**config.mk**
```make
export PLATFORM = sky130hd
export DESIGN_NAME = mac_unit
export DESIGN_NICKNAME = d
export VERILOG_FILES = /design/src/rtl/mac_pkg.sv /design/src/rtl/mac_ctrl.sv /design/src/rtl/mac_dp.sv /design/src/rtl/mac_acc.sv /design/src/rtl/mac_unit.sv
export SDC_FILE = /design/constraint.sdc
export NUM_CORES = 2
export LEC_CHECK = 0
export BUFFER_PORTS_ARGS = -buffer_cell sky130_fd_sc_hd__buf_2
export CORE_ASPECT_RATIO = 0.75
export CORE_MARGIN = 2
export CORE_UTILIZATION = 56
export DETAILED_ROUTE_END_ITERATION = 16
export HOLD_SLACK_MARGIN = 0.15
export PLACE_DENSITY_LB_ADDON = 0.12
export SYNTH_ARGS = -nofsm -noshare
export SYNTH_HDL_FRONTEND = slang
export SYNTH_SLANG_ARGS = --single-unit
```
**constraint.sdc**
```tcl
create_clock -name clk -period 18.93 [get_ports clk]
set_input_delay 0.9465 -clock clk [delete_from_list [all_inputs] [get_ports clk]]
set_output_delay 0.9465 -clock clk [all_outputs]
set_load 0.01 [all_outputs]
```
**src/rtl/mac_pkg.sv**
```systemverilog
package mac_pkg;

  typedef enum logic [1:0] {
    OP_MUL16 = 2'd0,
    OP_MAC16 = 2'd1,
    OP_MUL32 = 2'd2,
    OP_MAC32 = 2'd3
  } mac_op_e;

  typedef enum logic [1:0] {
    ST_IDLE = 2'd0,
    ST_LO   = 2'd1,
    ST_HI   = 2'd2,
    ST_FIN  = 2'd3
  } mac_st_e;

endpackage

```
**src/rtl/mac_ctrl.sv**
```systemverilog
module mac_ctrl
  import mac_pkg::*;
#(
  parameter int OPW = 32
) (
  input  logic           clk,
  input  logic           rst_n,
  input  logic           start,
  input  logic           acc_clr,
  input  mac_op_e        opcode,
  input  logic           signed_mode,
  input  logic [OPW-1:0] op_b,
  output mac_st_e        state,
  output mac_op_e        op_q,
  output logic           long_q,
  output logic           busy,
  output logic           done,
  output logic           load
);
  localparam int HALF = OPW / 2;

  mac_st_e state_n;
  logic    done_n;
  logic    short_b;
  logic    long_n;

  assign busy    = (state != ST_IDLE);
  assign load    = start & ~busy & ~acc_clr;
  assign short_b = signed_mode ? (op_b[OPW-1:HALF] == {HALF{op_b[HALF-1]}})
                               : (op_b[OPW-1:HALF] == '0);
  assign long_n  = opcode[1] & ~short_b;

  always_comb begin
    state_n = state;
    done_n  = 1'b0;
    unique case (state)
      ST_IDLE: if (load) state_n = ST_LO;
      ST_LO: begin
        if (op_q == OP_MUL16) begin
          state_n = ST_IDLE;
          done_n  = 1'b1;
        end else if (long_q) begin
          state_n = ST_HI;
        end else begin
          state_n = ST_FIN;
        end
      end
      ST_HI:   state_n = ST_FIN;
      ST_FIN: begin
        state_n = ST_IDLE;
        done_n  = 1'b1;
      end
      default: state_n = ST_IDLE;
    endcase
  end

  always_ff @(posedge clk or negedge rst_n) begin
    if (!rst_n) begin
      state  <= ST_IDLE;
      done   <= 1'b0;
      op_q   <= OP_MUL16;
      long_q <= 1'b0;
    end else begin
      state <= state_n;
      done  <= done_n;
      if (load) begin
        op_q   <= opcode;
        long_q <= long_n;
      end
    end
  end

  AST_START_IGNORED: assert property (@(posedge clk) disable iff (!rst_n)
    (busy && start) |=> ($stable(op_q) && $stable(long_q)));
  AST_MUL16_LATENCY: assert property (@(posedge clk) disable iff (!rst_n)
    (load && opcode == OP_MUL16) |=> ##1 done);
  AST_DONE_NOT_BUSY: assert property (@(posedge clk) disable iff (!rst_n)
    done |-> !busy);
  AST_DONE_PULSE: assert property (@(posedge clk) disable iff (!rst_n)
    done |=> !done);
  AST_HI_THEN_FIN: assert property (@(posedge clk) disable iff (!rst_n)
    (state == ST_HI) |=> (state == ST_FIN));

endmodule

```
**src/rtl/mac_dp.sv**
```systemverilog
module mac_dp
  import mac_pkg::*;
#(
  parameter int OPW = 32
) (
  input  logic              clk,
  input  logic              rst_n,
  input  logic              load,
  input  mac_op_e           opcode,
  input  logic              signed_mode,
  input  logic [OPW-1:0]    op_a,
  input  logic [OPW-1:0]    op_b,
  input  mac_st_e           state,
  input  logic              long_q,
  output logic [2*OPW-1:0]  prod,
  output logic [OPW-1:0]    pp_low
);
  localparam int HALF = OPW / 2;
  localparam int AW   = OPW + 1;
  localparam int CW   = HALF + 1;
  localparam int PPW  = AW + CW;
  localparam int ACCW = 2 * OPW;

  logic signed [AW-1:0]   a_q, a_ext;
  logic        [OPW-1:0]  b_q;
  logic                   sm_q;
  logic signed [CW-1:0]   chunk;
  logic signed [PPW-1:0]  pp;
  logic        [ACCW-1:0] pp_ext;
  logic        [ACCW-1:0] prod_n;
  logic                   prod_en;

  assign a_ext = opcode[1] ? {signed_mode & op_a[OPW-1], op_a}
                           : {{(HALF+1){signed_mode & op_a[HALF-1]}}, op_a[HALF-1:0]};

  always_comb begin
    if (state == ST_HI)
      chunk = {sm_q & b_q[OPW-1], b_q[OPW-1:HALF]};
    else if (long_q)
      chunk = {1'b0, b_q[HALF-1:0]};
    else
      chunk = {sm_q & b_q[HALF-1], b_q[HALF-1:0]};
  end

  assign pp     = a_q * chunk;
  assign pp_ext = {{(ACCW-PPW){pp[PPW-1]}}, pp};
  assign pp_low = pp_ext[OPW-1:0];

  assign prod_en = (state == ST_LO) || (state == ST_HI);
  assign prod_n  = (state == ST_HI) ? (prod + (pp_ext << HALF)) : pp_ext;

  always_ff @(posedge clk or negedge rst_n) begin
    if (!rst_n) begin
      a_q  <= '0;
      b_q  <= '0;
      sm_q <= 1'b0;
      prod <= '0;
    end else begin
      if (load) begin
        a_q  <= a_ext;
        b_q  <= op_b;
        sm_q <= signed_mode;
      end
      if (prod_en) prod <= prod_n;
    end
  end

  AST_OPERANDS_HELD: assert property (@(posedge clk) disable iff (!rst_n)
    (state != ST_IDLE) |=> ($stable(a_q) && $stable(b_q) && $stable(sm_q)));

endmodule

```
**src/rtl/mac_acc.sv**
```systemverilog
module mac_acc #(
  parameter int OPW = 32
) (
  input  logic              clk,
  input  logic              rst_n,
  input  logic              acc_clr,
  input  logic              wr_half,
  input  logic              wr_full,
  input  logic              accumulate,
  input  logic [2*OPW-1:0]  prod,
  input  logic [OPW-1:0]    pp_low,
  output logic [OPW-1:0]    acc_hi,
  output logic [OPW-1:0]    acc_lo
);
  localparam int ACCW = 2 * OPW;

  logic [ACCW-1:0] acc_q, acc_n;
  logic            acc_en;

  assign acc_en = acc_clr | wr_full | wr_half;

  always_comb begin
    if (acc_clr)
      acc_n = '0;
    else if (wr_full)
      acc_n = prod + (accumulate ? acc_q : '0);
    else
      acc_n = {acc_q[ACCW-1:OPW], pp_low};
  end

  always_ff @(posedge clk or negedge rst_n) begin
    if (!rst_n)      acc_q <= '0;
    else if (acc_en) acc_q <= acc_n;
  end

  assign acc_hi = acc_q[ACCW-1:OPW];
  assign acc_lo = acc_q[OPW-1:0];

  AST_CLEAR_ZERO: assert property (@(posedge clk) disable iff (!rst_n)
    acc_clr |=> (acc_hi == '0 && acc_lo == '0));
  AST_HALF_KEEPS_HI: assert property (@(posedge clk) disable iff (!rst_n)
    (wr_half && !acc_clr) |=> $stable(acc_hi));
  AST_IDLE_HOLDS: assert property (@(posedge clk) disable iff (!rst_n)
    !acc_en |=> ($stable(acc_hi) && $stable(acc_lo)));

endmodule

```
**src/rtl/mac_unit.sv**
```systemverilog
module mac_unit
  import mac_pkg::*;
#(
  parameter int OPW = 32
) (
  input  logic           clk,
  input  logic           rst_n,
  input  logic           start,
  input  logic [1:0]     opcode,
  input  logic           signed_mode,
  input  logic [OPW-1:0] op_a,
  input  logic [OPW-1:0] op_b,
  input  logic           acc_clr,
  output logic [OPW-1:0] acc_hi,
  output logic [OPW-1:0] acc_lo,
  output logic           busy,
  output logic           done
);
  localparam int ACCW = 2 * OPW;

  logic            rst_meta_n, rst_sync_n;
  mac_st_e         state;
  mac_op_e         op_q;
  mac_op_e         op_in;
  logic            long_q, load;
  logic [ACCW-1:0] prod;
  logic [OPW-1:0]  pp_low;
  logic            wr_half, wr_full;

  always_ff @(posedge clk or negedge rst_n) begin
    if (!rst_n) begin
      rst_meta_n <= 1'b0;
      rst_sync_n <= 1'b0;
    end else begin
      rst_meta_n <= 1'b1;
      rst_sync_n <= rst_meta_n;
    end
  end

  assign op_in   = mac_op_e'(opcode);
  assign wr_half = (state == ST_LO) && (op_q == OP_MUL16);
  assign wr_full = (state == ST_FIN);

  mac_ctrl #(.OPW(OPW)) u_ctrl (
    .clk(clk), .rst_n(rst_sync_n), .start(start), .acc_clr(acc_clr),
    .opcode(op_in), .signed_mode(signed_mode), .op_b(op_b),
    .state(state), .op_q(op_q), .long_q(long_q),
    .busy(busy), .done(done), .load(load)
  );

  mac_dp #(.OPW(OPW)) u_dp (
    .clk(clk), .rst_n(rst_sync_n), .load(load), .opcode(op_in),
    .signed_mode(signed_mode), .op_a(op_a), .op_b(op_b),
    .state(state), .long_q(long_q), .prod(prod), .pp_low(pp_low)
  );

  mac_acc #(.OPW(OPW)) u_acc (
    .clk(clk), .rst_n(rst_sync_n), .acc_clr(acc_clr),
    .wr_half(wr_half), .wr_full(wr_full), .accumulate(op_q[0]),
    .prod(prod), .pp_low(pp_low), .acc_hi(acc_hi), .acc_lo(acc_lo)
  );

  AST_BUSY_AFTER_LOAD: assert property (@(posedge clk) disable iff (!rst_sync_n)
    load |=> busy);
  AST_CLEAR_BLOCKS_START: assert property (@(posedge clk) disable iff (!rst_sync_n)
    (acc_clr && !busy) |=> !busy);

endmodule

```
### Word level (Yosys, flattened, before mapping)

Cells that the tools add are included.

| storage, ports and cells | value |
|---|---|
| bits in registers | 202 |
| output and inout port bits | 66 |
| word-level logic and storage cells | 54 |

| operators by class | value |
|---|---|
| $add $sub $neg | 2 |
| multiply operators | 1 |
| eq/ne operators | 5 |
| multiplexer cells | 14 |
| bitwise gates (word level) | 12 |
| reduce and logical (&&, ||, !) cells | 8 |

Operators with widths:

| cell | count |
|---|---|
| $mux 64 | 4 |
| $add 64x64->64 | 2 |
| $mul 33x17->50 | 1 |
| $mux 17 | 2 |
| $mux 33 | 1 |
| $eq 16x16->1 | 1 |
| $logic_not 16->1 | 1 |
| $pmux 2 s4 | 1 |
| $and 1x1->1 | 7 |
| $eq 2x2->1 const B | 2 |
| $logic_not 2->1 | 2 |
| $mux 2 | 2 |
| $reduce_bool 2->1 | 2 |
| $mux 1 | 3 |
| $not 1->1 | 3 |
| $eq 2x1->1 const B | 1 |
| $ne 2x2->1 const B | 1 |
| $or 1x1->1 | 2 |
| $pmux 1 s2 | 1 |
| $reduce_and 2->1 | 1 |
| $logic_and 1x1->1 | 1 |
| $logic_or 1x1->1 | 1 |

### Logic depth before layout (Yosys ltp)

| logic depth | value |
|---|---|
| depth in word-level cells | 6 |
| depth in mapped cells | 42 |

### By module

Synthesis repeated with hierarchy kept, for this count alone.

| second synthesis, totals | value |
|---|---|
| cell total of the unflattened synthesis | 3891 |
| area total of the unflattened synthesis | 34629.5 sq um |

By module, submodules not included:

| module | times used | cells an instance | area an instance (sq um) | seq. area each (sq um) |
|---|---|---|---|---|
| mac_dp | 1 | 2989 | 27277.4 | 3253.1 |
| mac_acc | 1 | 867 | 6964.2 | 1601.5 |
| mac_ctrl | 1 | 30 | 312.8 | 150.1 |
| mac_unit | 1 | 5 | 75.1 | 50.0 |

### Worst setup path before layout

No wires, ideal clock.

| timing path | value |
|---|---|
| path kind | reg2reg |
| start point | reg u_ctrl.state[0] |
| end point | reg u_dp.prod[62] |
| library setup time | 0.141 ns |
| data arrival time | 9.298 ns |
| data required time | 18.789 ns |
| setup slack | 9.491 ns |
| stages on the path, launching flop included | 39 |
| buffers on the path | 4 |
| period minus slack after synthesis | 9.439 ns |
| path through | dfrtp_1 > inv_1 > ha_1 > clkbuf_1 > clkbuf_1 > mux2_2 > clkbuf_1 > nand2_1 > fa_1 > inv_1 > fa_1 > inv_1 > fa_1 > inv_1 > fa_1 > inv_1 > fa_1 > inv_1 > [3 not listed] > or2_2 > a2bb2oi_1 > a211o_1 > a21oi_1 > a21oi_1 > xnor2_1 > ha_1 > clkbuf_1 > nand4_1 > nor4_1 > nand3_1 > o21ba_1 > o31a_1 > o21a_1 > a211o_1 > mux2_4 > o21ai_1 > a31oi_1 |

| on the way | value |
|---|---|
| cells in the longest elaborated chain, start to end | 5 |

RTL lines:

| element | RTL line | RTL |
|---|---|---|
| start: declaration | mac_ctrl.sv:13 | `output mac_st_e state,` |
| start signal: assignment | mac_ctrl.sv:64 | `state <= state_n;` |
| $eq 2x2->1 | mac_dp.sv:37, mac_dp.sv:49, mac_dp.sv:50 |  |
| $mux 17 | mac_dp.sv:37 | `if (state == ST_HI)` |
| $mul 33x17->50 | mac_dp.sv:45 | `assign pp = a_q * chunk;` |
| $add 64x64->64 | mac_dp.sv:50 | `assign prod_n = (state == ST_HI) ? (prod + (pp_ext << HALF)) : pp_ext;` |
| $mux 64 | mac_dp.sv:50 |  |
| end signal: assignment | mac_dp.sv:64 | `if (prod_en) prod <= prod_n;` |
| end: declaration | mac_dp.sv:15 | `output logic [2*OPW-1:0] prod,` |

Several ways; a longest one is shown, not always the timed one.
A chain may end at the register's enable or synchronous reset.

### Worst setup path in the final report

| timing path | value |
|---|---|
| start point | reg u_ctrl.state[0] |
| end point | reg u_dp.prod[63] |

Same word-level chain as after synthesis.

==> metrics <==
status=finished, final reports clean; RSZ-0062 raised after global routing=no; number of cells in the finished layout apart from fillers=just under 5,000; Placed Cells incl. Taps=4,808; residual overflow from global routing=0; peak-usage layer in the global routing report=met2; maximum number of pins on one net before global-route repair=72; post-synthesis async set-or-reset flop share=100%; predominant post-synthesis flop cell=sky130_fd_sc_hd__dfrtp_1; Data required, critical path=approximately 19,000 ps; crit path launch type=register; final net count=between 4,000 and 5,000; Post-synth EDFFs=0; TritonCTS clock tree=built; gate count of the mapped netlist=slightly above 4,000; effective utilization at floorplan=a little under three fifths; Least-Margin Pin Slew=1150 ps; Synthesized Nets=4,909; IO Port Bufs=between 100 and 150; setup violators final=0; maximum operating frequency=91.9 MHz; crit share post-route=approximately 57%; worst clock skew=about 37 ps; sequential element share of the synthesized area=between 10 and 15%; number of iterations in the first detailed-routing pass=6; global-route wire length before repair=~160,000 um; GR Util met3=around 5.6%; # rows=78; clk sinks=approximately 200; Syn Area/Cell=8.48 um2; H-tree level count=1; count of buffers added by post-CTS timing repair for setup=0; number of antenna violations at the first check in global routing=4; post-layout minimum cycle time=between 10,000 and 15,000 ps; total CTS buffers=26; count of pins on the block boundary=approximately 140; Std-Cell Core Area=between 60,000 and 70,000 um2; total count of hold-check failures in the final report=0; Slew HR=a little under a quarter; Detailed Route Iter0 Violations=2,080; final weighted congestion in routability-driven placement=just under 1; buffer depth of the longest clock path=3; share of final-layout standard cells stronger than drive strength 1=under 10%; Die Y=219 um; worst hold slack=between 200 and 250 ps; Clock Tree Root=sky130_fd_sc_hd__clkbuf_16; final-report max-slew violation count=0; FF+latch count, synth=between 200 and 250; share of the core filled with cells in the final layout=roughly 60%; Die X=290 um; area of the die=~64,000 um2; clock transition at the registers of the reported paths=roughly 60 ps; kind of path behind the tightest hold check=reg2async; met1 Resource Use GR=between 40% and 50%; All-Layer GR Usage=roughly a third; GRT met2 Usage=between 40% and 50%; Setup Crit Path Kind=reg2reg; worst path arrival time=11,330 ps; area added between synthesis and finish=5.66%; wire length per cell=slightly above 20 um; Synth warnings=0; # DRC=0; crit path max-delay cell type=sky130_fd_sc_hd__mux2_2; count of cell types in the netlist=65; final routed wirelength across all metal layers=around 100,000 um; number of violations of the max-capacitance limit=0; dpl hpwl=75,700 um; Netlist Area Pre-Place=34,500 um2; Worst Setup End Kind=register; number of antenna-violating nets in the routed design=0; critical path's largest stage delay=around 840 ps; Post-Route Setup TNS=0 ps; vias in the first global route=between 20,000 and 30,000; Clk Latency, worst-skew pair=590 ps; CP Max Fanout=33; via count=between 20,000 and 30,000; vias per inst=~5.7
-- cell usage after synthesis (all sizes together) (9+ instances only) --
cell type | number | area share (%)
nand3 | 70 | 1.0
nor3 | 20 | 0.29
or2 | 14 | 0.25
o21bai | 28 | 0.61
buf | 21 | 0.24
a211oi | 51 | 1.1
o21a | 15 | 0.33
inv | 635 | 6.9
a221oi | 11 | 0.28
or3 | 9 | 0.16
fa | 538 | 31
and3 | 22 | 0.40
a31oi | 34 | 0.62
xor2 | 56 | 1.4
clkbuf | 195 | 2.1
a21oi | 216 | 3.1
a21o | 84 | 1.8
o21ai | 127 | 1.8
mux2i | 42 | 1.2
xnor2 | 94 | 2.4
nand2 | 658 | 7.2
nand4 | 32 | 0.58
nor2b | 91 | 1.7
dfrtp | 202 | 15
nor2 | 176 | 1.9
nand2b | 26 | 0.47
mux2 | 19 | 0.63
nor4 | 12 | 0.22
o211ai | 9 | 0.20
ha | 234 | 8.5
and2 | 222 | 4.0
o22ai | 14 | 0.25
-- final timing paths --
check / startpoint / to / depth (start not counted) / slack [ps]
hold / removal: rst_sync_n / u_acc.acc_q[54] / 0 / 230
min in group clk: rst_meta_n / rst_sync_n / 0 / 370
setup reg to reg: u_ctrl.state[0] / u_dp.prod[63] / 35 / 8050
hold reg to reg: rst_sync_n / u_acc.acc_q[54] / 0 / 230
max in group asynchronous: rst_sync_n / u_dp.b_q[12] / 2 / 16680
setup / recovery: u_ctrl.state[0] / u_dp.prod[63] / 35 / 8050
-- state kept, by name, indices dropped and copies added (netlist names), named ones only --
signal / count
u_ctrl.done: 1
u_acc.acc_q: 64
u_dp.prod: 64
u_dp.sm_q: 1
u_dp.a_q: 33
u_ctrl.state: 1
rst_sync_n: 1
u_dp.b_q: 32
rst_meta_n: 1
u_ctrl.long_q: 1
u_ctrl.op_q: 2
-- timing repair --
item                      4_1_cts  5_1_grt
resized for setup               0        0
hold endpoints to repair        2        0
hold buffers                    1        0
-- logic make-up (layout without fill, tap and decap cells) --
group	after synthesis	in the layout	share of synthesized area, %
compound gates	663	663	12.1
xor+xnor	150	150	3.81
fa+ha+maj	772	772	39.7
buf+inv	851	841	9.28
flops	202	202	14.7
mux	61	61	1.85
other cells	1	4	0.0109
simple gates	1366	1366	18.5
-- metrics by stage --
stage               setup slack, ps  area, um2
global route                   7580      36400
detailed placement             8350      35600
finish                         8050      36400
CTS                            8300      36400
floorplan                      9490      34500
global placement               8430      35600
-- per-layer routing --
layer	wire length [um]	vias up
met1	44700	13900
met5	0	-
met2	43700	1025
li1	-	12800
met4	3270	0
met3	7890	161
-- cell type report --
cell class / count / area (um2)
Multi-Input combinational cell: 3013 / 26300
Inverter: 635 / 2380
Timing Repair Buffer: 159 / 856
Antenna cell: 3 / 7.51
Fill cell: 5450 / 24300
Sequential cell: 202 / 5060
Tap cell: 800 / 1000
Clock inverter: 10 / 81.3
Clock buffer: 37 / 763
-- cells in the final DEF, fill, tap and decap left out, types with 26 or more instances in the layout --
| cell type | Yosys | final |
|---|---|---|
| sky130_fd_sc_hd__nand2b_1 | 26 | 26 |
| sky130_fd_sc_hd__nor2_1 | 176 | 175 |
| sky130_fd_sc_hd__o21bai_1 | 28 | 28 |
| sky130_fd_sc_hd__xnor2_1 | 94 | 94 |
| sky130_fd_sc_hd__nor2b_1 | 91 | 91 |
| sky130_fd_sc_hd__dfrtp_1 | 202 | 201 |
| sky130_fd_sc_hd__xor2_1 | 56 | 56 |
| sky130_fd_sc_hd__inv_1 | 635 | 635 |
| sky130_fd_sc_hd__nand2_1 | 658 | 658 |
| sky130_fd_sc_hd__ha_1 | 234 | 231 |
| sky130_fd_sc_hd__a31oi_1 | 34 | 34 |
| sky130_fd_sc_hd__nand3_1 | 70 | 70 |
| sky130_fd_sc_hd__o21ai_0 | 123 | 123 |
| sky130_fd_sc_hd__buf_2 | 2 | 136 |
| sky130_fd_sc_hd__fa_1 | 538 | 538 |
| sky130_fd_sc_hd__and2_1 | 222 | 222 |
| sky130_fd_sc_hd__a21oi_1 | 216 | 216 |
| sky130_fd_sc_hd__mux2i_1 | 42 | 40 |
| sky130_fd_sc_hd__a21o_1 | 84 | 84 |
| sky130_fd_sc_hd__clkbuf_16 | 0 | 27 |
| sky130_fd_sc_hd__nand4_1 | 32 | 32 |
| sky130_fd_sc_hd__a211oi_1 | 51 | 51 |
-- critical path: cells and delay by family (launching register included) --
kind	cells	cell delay (ps)
compound gates	8	2600
simple gates	7	1230
xor+xnor	2	490
fa+ha+maj	9	3980
flops	1	440
mux	2	1180
buf+inv	7	790
Power is left out: the tool's default activity adds up to more than one toggle a clock period on the data nets, which glitch-free logic cannot reach.
